### src/rtl/pkt_pkg.sv
package pkt_pkg;
  localparam logic [7:0] START_BYTE = 8'hAA;
  localparam logic [7:0] OP_WRITE   = 8'h03;
  localparam logic [7:0] OP_READ    = 8'h04;
  localparam logic [7:0] LEN_WRITE  = 8'h04;
  localparam logic [7:0] LEN_READ   = 8'h02;

  typedef enum logic [3:0] {
    PS_HUNT, PS_SEQ, PS_OP, PS_LEN, PS_ALO, PS_AHI, PS_DLO, PS_DHI, PS_SUM
  } parse_st_t;

  typedef enum logic [1:0] {RS_IDLE, RS_SEND, RS_WAIT} reply_st_t;

  // running additive checksum, modulo 256
  function automatic logic [7:0] csum_step(input logic [7:0] acc, input logic [7:0] b);
    return acc + b;
  endfunction

  function automatic logic op_known(input logic [7:0] op);
    return (op == OP_WRITE) || (op == OP_READ);
  endfunction

  function automatic logic [7:0] op_length(input logic [7:0] op);
    return (op == OP_WRITE) ? LEN_WRITE : LEN_READ;
  endfunction
endpackage

### src/rtl/pkt_parser.sv
module pkt_parser
  import pkt_pkg::*;
#(
  parameter int ADDR_W = 16,
  parameter int DATA_W = 16
) (
  input  logic              clk,
  input  logic              rst_n,
  input  logic              hold,
  input  logic              rx_valid,
  input  logic [7:0]        rx_byte,
  output logic              fire,
  output logic              fire_wr,
  output logic [ADDR_W-1:0] addr,
  output logic [DATA_W-1:0] wdata
);
  parse_st_t  st;
  logic [7:0] acc;
  logic [7:0] op;
  logic       take;

  assign take = rx_valid && !hold;

  always_ff @(posedge clk) begin
    if (!rst_n) begin
      st      <= PS_HUNT;
      acc     <= '0;
      op      <= '0;
      fire    <= 1'b0;
      fire_wr <= 1'b0;
      addr    <= '0;
      wdata   <= '0;
    end else begin
      fire <= 1'b0;
      if (take) begin
        if (st != PS_HUNT && st != PS_SUM) acc <= csum_step(acc, rx_byte);
        case (st)
          PS_HUNT: if (rx_byte == START_BYTE) begin
            acc <= rx_byte;
            st  <= PS_SEQ;
          end
          PS_SEQ: st <= PS_OP;
          PS_OP: begin
            op <= rx_byte;
            st <= op_known(rx_byte) ? PS_LEN : PS_HUNT;
          end
          PS_LEN: st <= (rx_byte == op_length(op)) ? PS_ALO : PS_HUNT;
          PS_ALO: begin addr[7:0] <= rx_byte; st <= PS_AHI; end
          PS_AHI: begin
            addr[ADDR_W-1:8] <= rx_byte[ADDR_W-9:0];
            st <= (op == OP_WRITE) ? PS_DLO : PS_SUM;
          end
          PS_DLO: begin wdata[7:0] <= rx_byte; st <= PS_DHI; end
          PS_DHI: begin wdata[DATA_W-1:8] <= rx_byte[DATA_W-9:0]; st <= PS_SUM; end
          PS_SUM: begin
            if (rx_byte == acc) begin
              fire    <= 1'b1;
              fire_wr <= (op == OP_WRITE);
            end
            st <= PS_HUNT;
          end
          default: st <= PS_HUNT;
        endcase
      end
    end
  end

  // an accepted packet fires only right after a received byte
  p_fire_after_byte_r2: assert property (@(posedge clk) disable iff (!rst_n)
    fire |-> $past(rx_valid));
  // a packet can only be accepted from the checksum state
  p_fire_from_sum_r4: assert property (@(posedge clk) disable iff (!rst_n)
    fire |-> $past(st) == PS_SUM);
endmodule

### src/rtl/pkt_reply.sv
module pkt_reply
  import pkt_pkg::*;
#(
  parameter int DATA_W = 16
) (
  input  logic              clk,
  input  logic              rst_n,
  input  logic              load,
  input  logic [DATA_W-1:0] word,
  input  logic              tx_done,
  output logic              tx_req,
  output logic [7:0]        tx_byte,
  output logic              busy
);
  localparam int NBYTES = DATA_W / 8;
  localparam int IDX_W  = (NBYTES > 1) ? $clog2(NBYTES) : 1;

  reply_st_t         st;
  logic [DATA_W-1:0] word_q;
  logic [IDX_W-1:0]  idx;

  always_ff @(posedge clk) begin
    if (!rst_n) begin
      st     <= RS_IDLE;
      word_q <= '0;
      idx    <= '0;
    end else begin
      case (st)
        RS_IDLE: if (load) begin
          word_q <= word;
          idx    <= '0;
          st     <= RS_SEND;
        end
        RS_SEND: st <= RS_WAIT;
        RS_WAIT: if (tx_done) begin
          if (idx == IDX_W'(NBYTES - 1)) st <= RS_IDLE;
          else begin
            idx <= idx + 1'b1;
            st  <= RS_SEND;
          end
        end
        default: st <= RS_IDLE;
      endcase
    end
  end

  assign tx_req  = (st == RS_SEND);
  assign tx_byte = 8'(word_q >> (8 * idx));
  assign busy    = (st != RS_IDLE);

  // no new byte is offered until the transmitter reports done
  p_wait_for_done_r7: assert property (@(posedge clk) disable iff (!rst_n)
    (st == RS_WAIT && !tx_done) |=> !tx_req);
  p_req_single_r7: assert property (@(posedge clk) disable iff (!rst_n)
    tx_req |=> !tx_req);
endmodule

### src/rtl/pkt_bus_master.sv
module pkt_bus_master
  import pkt_pkg::*;
#(
  parameter int ADDR_W = 16,
  parameter int DATA_W = 16
) (
  input  logic              clk,
  input  logic              rst_n,
  input  logic              rx_valid,
  input  logic [7:0]        rx_byte,
  output logic [ADDR_W-1:0] bus_addr,
  output logic [DATA_W-1:0] bus_wdata,
  output logic              bus_wr,
  output logic              bus_rd,
  input  logic [DATA_W-1:0] bus_rdata,
  output logic              tx_req,
  output logic [7:0]        tx_byte,
  input  logic              tx_done
);
  logic fire, fire_wr;
  logic rd_wait;
  logic reply_busy;
  logic hold;

  assign hold = bus_rd || rd_wait || reply_busy;

  pkt_parser #(.ADDR_W(ADDR_W), .DATA_W(DATA_W)) u_parser (
    .clk(clk), .rst_n(rst_n), .hold(hold),
    .rx_valid(rx_valid), .rx_byte(rx_byte),
    .fire(fire), .fire_wr(fire_wr),
    .addr(bus_addr), .wdata(bus_wdata)
  );

  assign bus_wr = fire && fire_wr;
  assign bus_rd = fire && !fire_wr;

  // read data is valid on the cycle after the strobe
  always_ff @(posedge clk) begin
    if (!rst_n) rd_wait <= 1'b0;
    else        rd_wait <= bus_rd;
  end

  pkt_reply #(.DATA_W(DATA_W)) u_reply (
    .clk(clk), .rst_n(rst_n),
    .load(rd_wait), .word(bus_rdata),
    .tx_done(tx_done), .tx_req(tx_req), .tx_byte(tx_byte),
    .busy(reply_busy)
  );

  p_wr_single_r9: assert property (@(posedge clk) disable iff (!rst_n)
    bus_wr |=> !bus_wr);
  p_rd_single_r9: assert property (@(posedge clk) disable iff (!rst_n)
    bus_rd |=> !bus_rd);
  p_no_access_busy_r8: assert property (@(posedge clk) disable iff (!rst_n)
    reply_busy |-> !(bus_wr || bus_rd));
  p_reply_follows_read_r7: assert property (@(posedge clk) disable iff (!rst_n)
    $rose(reply_busy) |-> $past(rd_wait));
endmodule

### config.mk
export PLATFORM = sky130hd
export DESIGN_NAME = pkt_bus_master
export DESIGN_NICKNAME = d
export VERILOG_FILES = /design/src/rtl/pkt_pkg.sv /design/src/rtl/pkt_parser.sv /design/src/rtl/pkt_reply.sv /design/src/rtl/pkt_bus_master.sv
export SDC_FILE = /design/constraint.sdc
export NUM_CORES = 1
export LEC_CHECK = 0
export BUFFER_PORTS_ARGS = -buffer_cell sky130_fd_sc_hd__buf_2
export CAP_MARGIN = 30
export CORE_MARGIN = 1
export CORE_UTILIZATION = 25
export CTS_CLUSTER_SIZE = 40
export DETAILED_ROUTE_END_ITERATION = 16
export PLACE_DENSITY_LB_ADDON = 0.2
export SLEW_MARGIN = 25
export SYNTH_ARGS = -nofsm -noshare
export SYNTH_HDL_FRONTEND = slang
export SYNTH_SLANG_ARGS = --single-unit
### constraint.sdc
create_clock -name clk -period 2.29 [get_ports clk]
set_clock_uncertainty 0.2 [all_clocks]
set_input_delay 0.458 -clock clk [delete_from_list [all_inputs] [get_ports clk]]
set_output_delay 0.458 -clock clk [all_outputs]
set_load 0.05 [all_outputs]
==> flow_summary.rst, run 1 <==
.. list-table::
   :header-rows: 1

   * - Metric
     - Value
   * - Vias
     - 3104
   * - Die X
     - about 120 µm
   * - Pre-CTS WS
     - -0.129 ns
   * - Total wire length after detailed routing
     - between 9000 and 10000 µm
   * - Synth top area share
     - a little over two fifths
   * - Largest net degree at the start of global routing
     - 27
   * - Area taken by multi-input logic gates
     - around 1800 µm²
   * - Largest cells by area after synthesis
     - dfxtp_1 (44%), nand2_1 (7.5%), a21oi_1 (6.9%)
   * - Max Cap Violations
     - 0
   * - Power Internal
     - 2.53 mW
   * - Highest ir drop seen on vdd
     - 0.000405 V
   * - Result of the run
     - finished clean
   * - Clock tree root driver cell
     - clkbuf_16
   * - Register share of total power
     - 40.2%
   * - Wire length of the first global-routing pass
     - 15500 µm
   * - EDFF count, synth
     - 0
   * - Final setup margin
     - ~0.075 ns
   * - Vias per cell
     - ~4.6
   * - Total leakage power
     - 1.89 nW
   * - FILL cells
     - between 1000 and 1500
   * - Number of diodes
     - 0
   * - Async SR Flop Fraction
     - 0%
   * - TritonRoute pass-1 iters
     - 4
   * - Data arrival time at the worst-slack endpoint
     - ~1.6 ns
   * - Gr usage total
     - between 10 and 15%
   * - Endpoint required time on the critical path
     - 1.63 ns
   * - Max-slew headroom
     - 62.6%
   * - Most frequent cells in the layout
     - dfxtp_1 (74), buf_2 (70), nand2_1 (68)
   * - Final Hold Viols
     - 0
   * - Remaining design rule violation count
     - 0
   * - Die Area
     - approximately 14000 µm²
   * - Number of levels in the clock H-tree
     - 3
   * - Ratio of total power to cell area
     - 702 nW/µm²
   * - Layout overhead on the synthesized area
     - 34.5%
   * - Die Span Y
     - 118 µm
   * - Number of buffers added by the clock tree synthesis step
     - 9
   * - Share of cells above drive strength 1
     - 29.2%
   * - Starting density of the core
     - between 20 and 30%
   * - IO Pins
     - 71
   * - Post-layout instance count excluding filler cells
     - 673
   * - Sort of element at the end of the critical path
     - output pin
   * - Most frequently used flop master after synthesis
     - dfxtp_1
   * - Vias in the first global route
     - 3084
   * - Placed insts
     - approximately 660
   * - Clock-pin transition on the worst setup and hold timing paths
     - 0.06 ns
   * - Placer congestion estimate
     - ~0.79
   * - Kind of cell adding the most delay to the critical path
     - flip-flops
   * - Total global routing overflow
     - 0
   * - Worst Max-Slew Pin Slew
     - 0.560 ns
   * - Highest Clock Rate
     - 452 MHz
   * - Post-detailed-route wirelength per cell
     - 14.0 µm
   * - Total of endpoints with negative setup slack in the final report
     - 0
   * - Largest stage delay on the critical path
     - 0.61 ns
   * - CTS tree
     - yes
   * - Series of cell instances along the critical path
     - mux2_2 -> buf_2
   * - RSZ-0062 raised after global routing
     - no
   * - Number of buffers between clock root and the deepest sink
     - 2
   * - Final HPWL DP
     - 6700 µm
   * - Critical path buffer and inverter count
     - 1
   * - Initial antenna violation count
     - 0
   * - Switching Share
     - 20.8%
   * - Worst-skew pair later-pin latency
     - around 0.34 ns
   * - Number of pins with negative max-slew slack in the final report
     - 0
   * - Worst hold path type
     - input port to flip-flop
   * - Synth Cell Area
     - 3390 µm²
   * - Mapped Cells
     - about 400
   * - Most common cell after layout, fill and taps aside
     - dfxtp_1
   * - Slowest CP cell
     - dfxtp_1
   * - Number of storage elements in the synthesis netlist
     - 74
   * - Number of rows created at floorplan
     - 42
   * - Drt first-iter violations
     - 241
   * - Quantity of I/O buffers inserted on ports
     - 70
   * - Number of different library cells in the post-synthesis netlist
     - 55
   * - Clock power share
     - a little under three fifths
   * - Warning count from the yosys run
     - 0
   * - Period utilization
     - 96.7%
   * - Startpoint class of the critical path
     - flip-flop
   * - Highest net fanout along the worst path
     - 11
   * - Syn_nets
     - between 400 and 500
   * - Net load switching power
     - 0.667 mW
   * - Net total in the final layout
     - 528
   * - Post-CTS Hold Fix Bufs
     - 0
   * - Number of nets with antenna violations after routing
     - 0
   * - Power share of the combinational group
     - under 10%
   * - Post-synthesis sequential area ratio
     - 43.7%
   * - Final hold slack
     - 0.160 ns
   * - FF/Latch Area
     - 1480 µm²
   * - WS Path Type
     - flip-flop to output pin
   * - Min Clock Period, post-route
     - about 2.2 ns
   * - CTS sink cnt
     - 74
   * - Total core area
     - 13200 µm²
   * - Post-synth top area cell
     - dfxtp_1
   * - Syn avg cell area
     - between 8 and 9 µm²
## power by group through the flow
stage,sequential (mW),clock (mW),combinational (mW)
after floorplan,1.32,0,0.0547
after global placement,1.32,0,0.144
after detailed placement,1.32,0,0.143
after CTS,1.29,1.83,0.144
after global routing,1.29,1.88,0.158
final,1.29,1.77,0.142
## through the flow
stage               utilization [%]  instance area [µm²]  power [mW]  TNS (ns)
CTS                            34.2                 4530        3.26         0
finish                         34.4                 4560        3.20         0
floorplan                         -                 3390        1.37         0
global route                   34.4                 4560        3.33         0
global placement               31.4                 4160        1.46    -0.922
detailed placement             31.4                 4160        1.46    -0.872
## cells in the mapped netlist (2+ instances only)
cell and instances:
a211oi_1 2, a21o_1 3, a21oi_1 47, a221oi_1 2
a22oi_1 2, a32o_1 3, a32oi_1 3, and2_1 2
and2b_1 2, buf_6 2, clkbuf_1 19, dfxtp_1 74
ha_1 7, inv_1 5, mux2_2 8, mux2i_1 20
nand2_1 68, nand2b_1 3, nand3_1 28, nand3b_1 3
nand4_1 2, nor2_1 33, nor2b_1 8, nor3_1 4
nor3b_1 4, nor4_1 2, o21ai_0 7, or3_1 4
xnor2_1 2
## layout make-up
class                   instances  share of cell area, %
multi-input cells             292                   39.6
flip-flops and latches         74                   32.5
repair buffers                109                   14.4
clock buffers                   9                   4.94
well taps                     176                   4.83
clock inverters                 7                   3.27
inverters                       6                  0.494
## sequential cells by signal (all words and copies together) (netlist names)
register          cells
u_parser.addr        16
u_parser.wdata       16
u_reply.word_q       16
u_parser.acc          8
u_parser.op           8
u_parser.st           4
u_reply.st            2
rd_wait               1
u_parser.fire         1
u_parser.fire_wr      1
u_reply.idx           1
## metal layers
layer,vias up,track usage (%),wire (µm)
met5,-,0,0
met4,0,7.75,261
met3,15,3.14,453
met2,77,22.8,4330
met1,1436,18.1,4360
li1,1576,-,-
## cell families after synthesis
family / share of synthesized area (%)
flops: 43.7
compound gates: 13.9
xor+xnor: 0.776
simple gates: 26.1
buf+inv: 3.80
mux: 8.57
fa+ha+maj: 3.18
## path summary, 6_finish.rpt
kind                                        start                 to  slack [ns]  depth (start not counted)
worst min-delay path                 bus_rdata[0]  u_reply.word_q[0]        0.16                          3
worst min register to register  u_reply.word_q[0]  u_reply.word_q[0]        0.25                          2
worst max register to register      u_reply.st[0]     u_parser.st[3]        0.08                          5
worst max-delay path                  u_reply.idx         tx_byte[7]        0.08                          2
## worst reg2reg max path, stage by stage (launching register included)
cell	delay, ns
dfxtp_1	0.31
or4b_4	0.58
or2_4	0.27
buf_4	0.16
or4b_1	0.49
a21oi_1	0.12
## repair_timing
action                                  4_1_cts  5_1_grt
gates resized for setup                       0        3
buffers inserted                              0        0
endpoints found under the setup margin        0        4
Power figures use the tool's default switching activity.
==> run 2: changes to the inputs <==
--- a/config.mk
+++ b/config.mk
@@ -12,6 +12,7 @@
 export CTS_CLUSTER_SIZE = 40
 export DETAILED_ROUTE_END_ITERATION = 16
 export PLACE_DENSITY_LB_ADDON = 0.2
+export REMOVE_ABC_BUFFERS = 1
 export SLEW_MARGIN = 25
 export SYNTH_ARGS = -nofsm -noshare
 export SYNTH_HDL_FRONTEND = slang
==> constraint.sdc (replaced) <==
create_clock -name clk -period 2.29 [get_ports clk]
set_clock_uncertainty 0.2 [all_clocks]
set_input_delay 0.458 -clock clk [delete_from_list [all_inputs] [get_ports clk]]
set_output_delay 0.458 -clock clk [all_outputs]
set_load 0.1 [all_outputs]
==> run 2 against run 1 <==
Final area is 2.5% lower. Utilization shrank 0.86 points. First-iteration DRC count shrank 41%. Die area is the same. Cell count unchanged. Fmax up 1.2%. Power is 15% lower. Sequential power about the same. Critical path depth is the same. Worst setup slack improved by 0.025 ns. Count of clock-buffer cells in the layout rose by 2. Wire length decreased by 1.4%. Critical path type unchanged. Highest routed layer unchanged.
==> flow_summary.rst, run 2 (same netlist as run 1, synthesis figures left out) <==
.. list-table::
   :header-rows: 1

   * - Metric
     - Value
   * - Vias in the first global route
     - 2939
   * - TNS Setup
     - 0 ns
   * - Drt first-iter violations
     - 142
   * - R2R cell count
     - 7
   * - CTS sink cnt
     - 74
   * - Worst hold path type
     - input port to flip-flop
   * - TritonRoute pass-1 iters
     - 4
   * - Worst Max-Slew Pin Slew
     - 0.573 ns
   * - Number of rows created at floorplan
     - 42
   * - WS Path Type
     - flip-flop to output pin
   * - Max-slew headroom
     - 61.7%
   * - Endpoint required time on the critical path
     - roughly 1.6 ns
   * - Max Cap Violations
     - 0
   * - FF-to-FF End
     - u_parser.wdata[9]
   * - Placer congestion estimate
     - between 0.7 and 0.8
   * - Min Clock Period, post-route
     - 2.19 ns
   * - Number of pins with negative max-slew slack in the final report
     - 0
   * - Post-detailed-route wirelength per cell
     - 13.8 µm
   * - Number of buffers added by the clock tree synthesis step
     - 9
   * - PnR Total Power
     - 2.72 mW
   * - Number of nets with antenna violations after routing
     - 0
   * - Highest Clock Rate
     - 457 MHz
   * - Die Area
     - between 10000 and 15000 µm²
   * - Share of cells above drive strength 1
     - 29.6%
   * - Number of buffers between clock root and the deepest sink
     - 2
   * - Setup slack of the most critical reg-to-reg path
     - ~0.12 ns
   * - Gr usage total
     - 13.7%
   * - Remaining design rule violation count
     - 0
   * - Net total in the final layout
     - about 530
   * - Highest ir drop seen on vdd
     - 0.000285 V
   * - CTS tree
     - yes
   * - Final HPWL DP
     - 6730 µm
   * - Hold Path Origin
     - bus_rdata[0]
   * - Vias
     - 3135
   * - Cell depth of the worst min-delay path
     - 3
   * - Initial antenna violation count
     - 0
   * - Total leakage power
     - 1.84 nW
   * - Worst-skew pair later-pin latency
     - 0.33 ns
   * - Registers with the most flip-flops
     - u_parser.addr: 16 flops, u_parser.wdata: 16 flops, u_reply.word_q: 16 flops
   * - Total global routing overflow
     - 0
   * - RSZ-0062 raised after global routing
     - yes
   * - Total core area
     - approximately 13000 µm²
   * - Ratio of total power to cell area
     - 613 nW/µm²
   * - Vias per cell
     - 4.66
   * - Startpoint class of the critical path
     - flip-flop
   * - Placed Area
     - 4130 µm²
   * - Most frequent cells in the layout
     - dfxtp_1 (72), buf_2 (70), nand2_1 (66)
   * - Wire length of the first global-routing pass
     - ~15000 µm
   * - Final hold slack
     - between 0.15 and 0.2 ns
   * - Number of diodes
     - 0
   * - Launch instance of the worst register-to-register path
     - u_reply.st[0]
   * - Total wire length after detailed routing
     - around 9300 µm
   * - Post-CTS Hold Fix Bufs
     - 0
   * - IO Pins
     - 71
   * - Sort of element at the end of the critical path
     - output pin
   * - Result of the run
     - finished clean
   * - Period utilization
     - around 96%
   * - Destination of the worst hold path
     - u_reply.word_q[0]
   * - Layout overhead on the synthesized area
     - 31.2%
   * - Largest net degree at the start of global routing
     - 30
   * - Clock tree root driver cell
     - clkbuf_16
   * - Most common cell after layout, fill and taps aside
     - dfxtp_1
   * - Data arrival time at the worst-slack endpoint
     - 1.53 ns
   * - Quantity of I/O buffers inserted on ports
     - 70
   * - Starting density of the core
     - 25.6%
   * - Die Span Y
     - 118 µm
   * - Final Cell Area
     - about 4400 µm²
   * - Final Hold Viols
     - 0
   * - Highest net fanout along the worst path
     - 5
   * - Number of levels in the clock H-tree
     - 3
   * - Clock-pin transition on the worst setup and hold timing paths
     - ~0.060 ns
   * - Utilization of the core after routing
     - between 30% and 40%
   * - Die X
     - between 100 and 150 µm
   * - Total of endpoints with negative setup slack in the final report
     - 0
-- run 2: cell types whose count changed in the layout (fill, tap and decap cells not counted), sizes merged --
| cell | change |
|---|---|
| bufinv | -4 |
| clkbuf | +2 |
| clkinv | +2 |
| clkinvlp | +2 |
| inv | -2 |
-- run 2: repair_timing --
item / 4_1_cts / 5_1_grt
setup endpoints to repair: 8 / 33
buffers inserted: 0 / 4
resized for setup: 1 / 5
pin swaps: 0 / 1
cloned: 0 / 0
-- run 2: worst max path at each step --
stage	start	end	slack, ns	cells after the start
finish	u_parser.fire	bus_rd	0.10	2
global route	u_reply.st[0]	u_parser.wdata[13]	-0.02	7
CTS	u_reply.st[0]	u_parser.wdata[14]	0.08	7
detailed placement	rx_byte[2]	u_parser.acc[7]	-0.11	7
global placement	rx_byte[2]	u_parser.acc[7]	-0.1	7
floorplan	u_parser.fire	u_parser.wdata[10]	-0.83	5
-- run 2: through the flow --
step | worst slack (ns) | instances
2_1_floorplan | -0.831 | 372
3_3_place_gp | -0.0978 | 653
3_5_place_dp | -0.109 | 653
4_1_cts | 0.0770 | 669
5_1_grt | -0.0175 | 673
6_report | 0.101 | 673
-- run 2: report_power, final --
group / internal (mW) / total (mW) / leakage [nW] / switching [mW]
clock network: 0.757 / 1.29 / 0.131 / 0.537
logic: 0.0580 / 0.140 / 1.11 / 0.0823
registers: 1.29 / 1.29 / 0.597 / 0.000243
total: 2.10 / 2.72 / 1.84 / 0.620
-- run 2: routing by layer --
metal / part of all wire (%) / global-route usage (%)
met1: 48 / 17.6
met2: 46 / 22.1
met3: 4.5 / 3.76
met4: 1.5 / 4.27
met5: 0 / 0
-- run 2: area by class of cell --
cell class                 instances  area [µm²]
clock inverter                     5        30.0
inverter                           6        22.5
sequential                        74        1480
fill                            1443        8800
timing repair buffer             109         659
tap                              176         220
multi-input combinational        292        1780
clock buffer                      11         243
-- run 2: worst max-delay path, cell delays in order, from the launching register on --
cell     delay (ns)
dfxtp_1        0.31
nor2b_1        0.37
buf_2          0.51
==> run 3: changes to the inputs <==
--- a/config.mk
+++ b/config.mk
@@ -5,13 +5,12 @@
 export SDC_FILE = /design/constraint.sdc
 export NUM_CORES = 1
 export LEC_CHECK = 0
-export BUFFER_PORTS_ARGS = -buffer_cell sky130_fd_sc_hd__buf_2
 export CAP_MARGIN = 30
-export CORE_MARGIN = 1
 export CORE_UTILIZATION = 25
 export CTS_CLUSTER_SIZE = 40
 export DETAILED_ROUTE_END_ITERATION = 16
-export PLACE_DENSITY_LB_ADDON = 0.2
+export DONT_BUFFER_PORTS = 1
+export PLACE_DENSITY_LB_ADDON = 0.15
 export REMOVE_ABC_BUFFERS = 1
 export SLEW_MARGIN = 25
 export SYNTH_ARGS = -nofsm -noshare
==> run 3 against run 2 <==
Global-route usage grew 0.18 points. Sequential share of layout area up 1.1 points. Critical path depth is 3 higher. Count of clock-buffer cells in the layout unchanged. Cell count down 7.4%.
==> flow_summary.rst, run 3 (same netlist as run 1, synthesis figures left out) <==
.. list-table::
   :header-rows: 1

   * - Metric
     - Value
   * - Number of levels in the clock H-tree
     - 3
   * - Highest Clock Rate
     - around 460 MHz
   * - Die X
     - approximately 120 µm
   * - Total global routing overflow
     - 0
   * - Number of diodes
     - 0
   * - Placed Area
     - between 3000 and 4000 µm²
   * - Data arrival time at the worst-slack endpoint
     - ~2.2 ns
   * - Number of buffers added by the clock tree synthesis step
     - 9
   * - IO Pins
     - between 70 and 80
   * - Post-detailed-route wirelength per cell
     - 14.7 µm
   * - TNS Setup
     - 0 ns
   * - Final Cell Area
     - between 4000 and 5000 µm²
   * - Net total in the final layout
     - 478
   * - Pre-CTS WS
     - -0.0267 ns
   * - Placed insts
     - 607
   * - Number of buffers between clock root and the deepest sink
     - 2
   * - Most frequent cells in the layout
     - dfxtp_1 (73), nand2_1 (67), buf_4 (57)
   * - Series of cell instances along the critical path
     - or4b_4 -> or2_4 -> buf_4 -> a21o_1 -> a221oi_1
   * - Vias
     - 2917
   * - Drt first-iter violations
     - around 130
   * - Number of nets with antenna violations after routing
     - 0
   * - Layout overhead on the synthesized area
     - 26.9%
   * - Share of cells above drive strength 1
     - 21.9%
   * - Vias per cell
     - 4.68
   * - Max Cap Violations
     - 0
   * - Sort of element at the end of the critical path
     - flip-flop
   * - Starting density of the core
     - 25.6%
   * - Final Hold Viols
     - 0
   * - CTS sink cnt
     - 74
   * - Quantity of I/O buffers inserted on ports
     - 0
   * - Worst Max-Slew Pin Slew
     - about 0.64 ns
   * - Total of endpoints with negative setup slack in the final report
     - 0
   * - Slowest CP cell
     - or4b_4
   * - Wire length of the first global-routing pass
     - 15000 µm
   * - Worst hold path type
     - input port to flip-flop
   * - Largest stage delay on the critical path
     - 0.54 ns
   * - CTS tree
     - yes
   * - PnR Total Power
     - 2.89 mW
   * - Gr usage total
     - 13.8%
   * - Highest ir drop seen on vdd
     - roughly 0.00031 V
   * - Endpoint required time on the critical path
     - about 2.3 ns
   * - Number of pins with negative max-slew slack in the final report
     - 0
   * - Max-slew headroom
     - 57.1%
   * - TritonRoute pass-1 iters
     - 4
   * - Post-layout instance count excluding filler cells
     - 623
   * - Result of the run
     - finished clean
   * - Highest net fanout along the worst path
     - 6
   * - Min Clock Period, post-route
     - 2.17 ns
   * - Die Area
     - 14000 µm²
   * - Largest net degree at the start of global routing
     - 32
   * - Remaining design rule violation count
     - 0
   * - Total core area
     - between 10000 and 15000 µm²
   * - Initial antenna violation count
     - 0
   * - RSZ-0062 raised after global routing
     - no
   * - WS Path Type
     - flip-flop to flip-flop
   * - Die Span Y
     - 118 µm
   * - Total leakage power
     - 1.63 nW
   * - Most common cell after layout, fill and taps aside
     - dfxtp_1
   * - Startpoint class of the critical path
     - flip-flop
   * - Number of rows created at floorplan
     - 42
   * - Final setup margin
     - about 0.12 ns
   * - Total wire length after detailed routing
     - 9160 µm
   * - Clock tree root driver cell
     - clkbuf_16
   * - Placer congestion estimate
     - 0.751
   * - Ratio of total power to cell area
     - 672 nW/µm²
   * - Period utilization
     - 94.7%
   * - Registers with the most flip-flops
     - u_parser.addr: 16 flops, u_parser.wdata: 16 flops, u_reply.word_q: 16 flops
   * - Worst-skew pair later-pin latency
     - 0.34 ns
   * - Final HPWL DP
     - 6410 µm
   * - Clock-pin transition on the worst setup and hold timing paths
     - ~0.060 ns
   * - Vias in the first global route
     - 2963
[run 3: critical path: cells and delay by family (launching register included)]
kind                   cells  cell delay [ns]
AOI/OAI and AO/OA          2             0.58
and+or+nand+nor            2             0.82
DFF                        1             0.31
buffers and inverters      1             0.16
[run 3: worst paths after layout]
path	start	end	slack (ns)	cells past startpoint
worst max-delay path	u_reply.st[0]	u_parser.acc[5]	0.12	5
worst min-delay path	rst_n	rd_wait	0.05	1
worst max register to register	u_reply.st[0]	u_parser.acc[5]	0.12	5
worst min register to register	u_reply.word_q[1]	u_reply.word_q[1]	0.25	2
[run 3: metal layers]
metal | share of wire [%] | routed length (µm) | global-route usage, %
met4 | 1.0 | 92 | 3.80
met1 | 46 | 4200 | 16.7
met2 | 47 | 4310 | 23.0
met3 | 6.0 | 548 | 5.02
met5 | 0 | 0 | 0
[run 3: layout make-up]
cell class	count	area [µm²]
tap	176	220
clock inverter	5	77.6
sequential	74	1480
clock buffer	11	243
inverter	6	22.5
multi-input combinational	292	1800
fill	1424	8940
timing repair buffer	59	450
[run 3: metrics by stage]
stage               hold WS, ns  util, %
global placement          0.240     29.8
floorplan                 0.233        -
CTS                      0.0372     32.2
finish                   0.0457     32.5
detailed placement        0.246     29.8
global route             0.0470     32.5
[run 3: power by group]
part | internal (mW) | total (mW) | switching [mW]
combinational | 0.0304 | 0.0767 | 0.0463
sequential | 1.29 | 1.29 | 0.000247
clock | 0.980 | 1.52 | 0.543
[run 3: repair_timing]
item | CTS | global route
resized for setup | 0 | 8
setup endpoints to repair | 0 | 31
hold buffers | 0 | 0
buffers inserted | 0 | 0
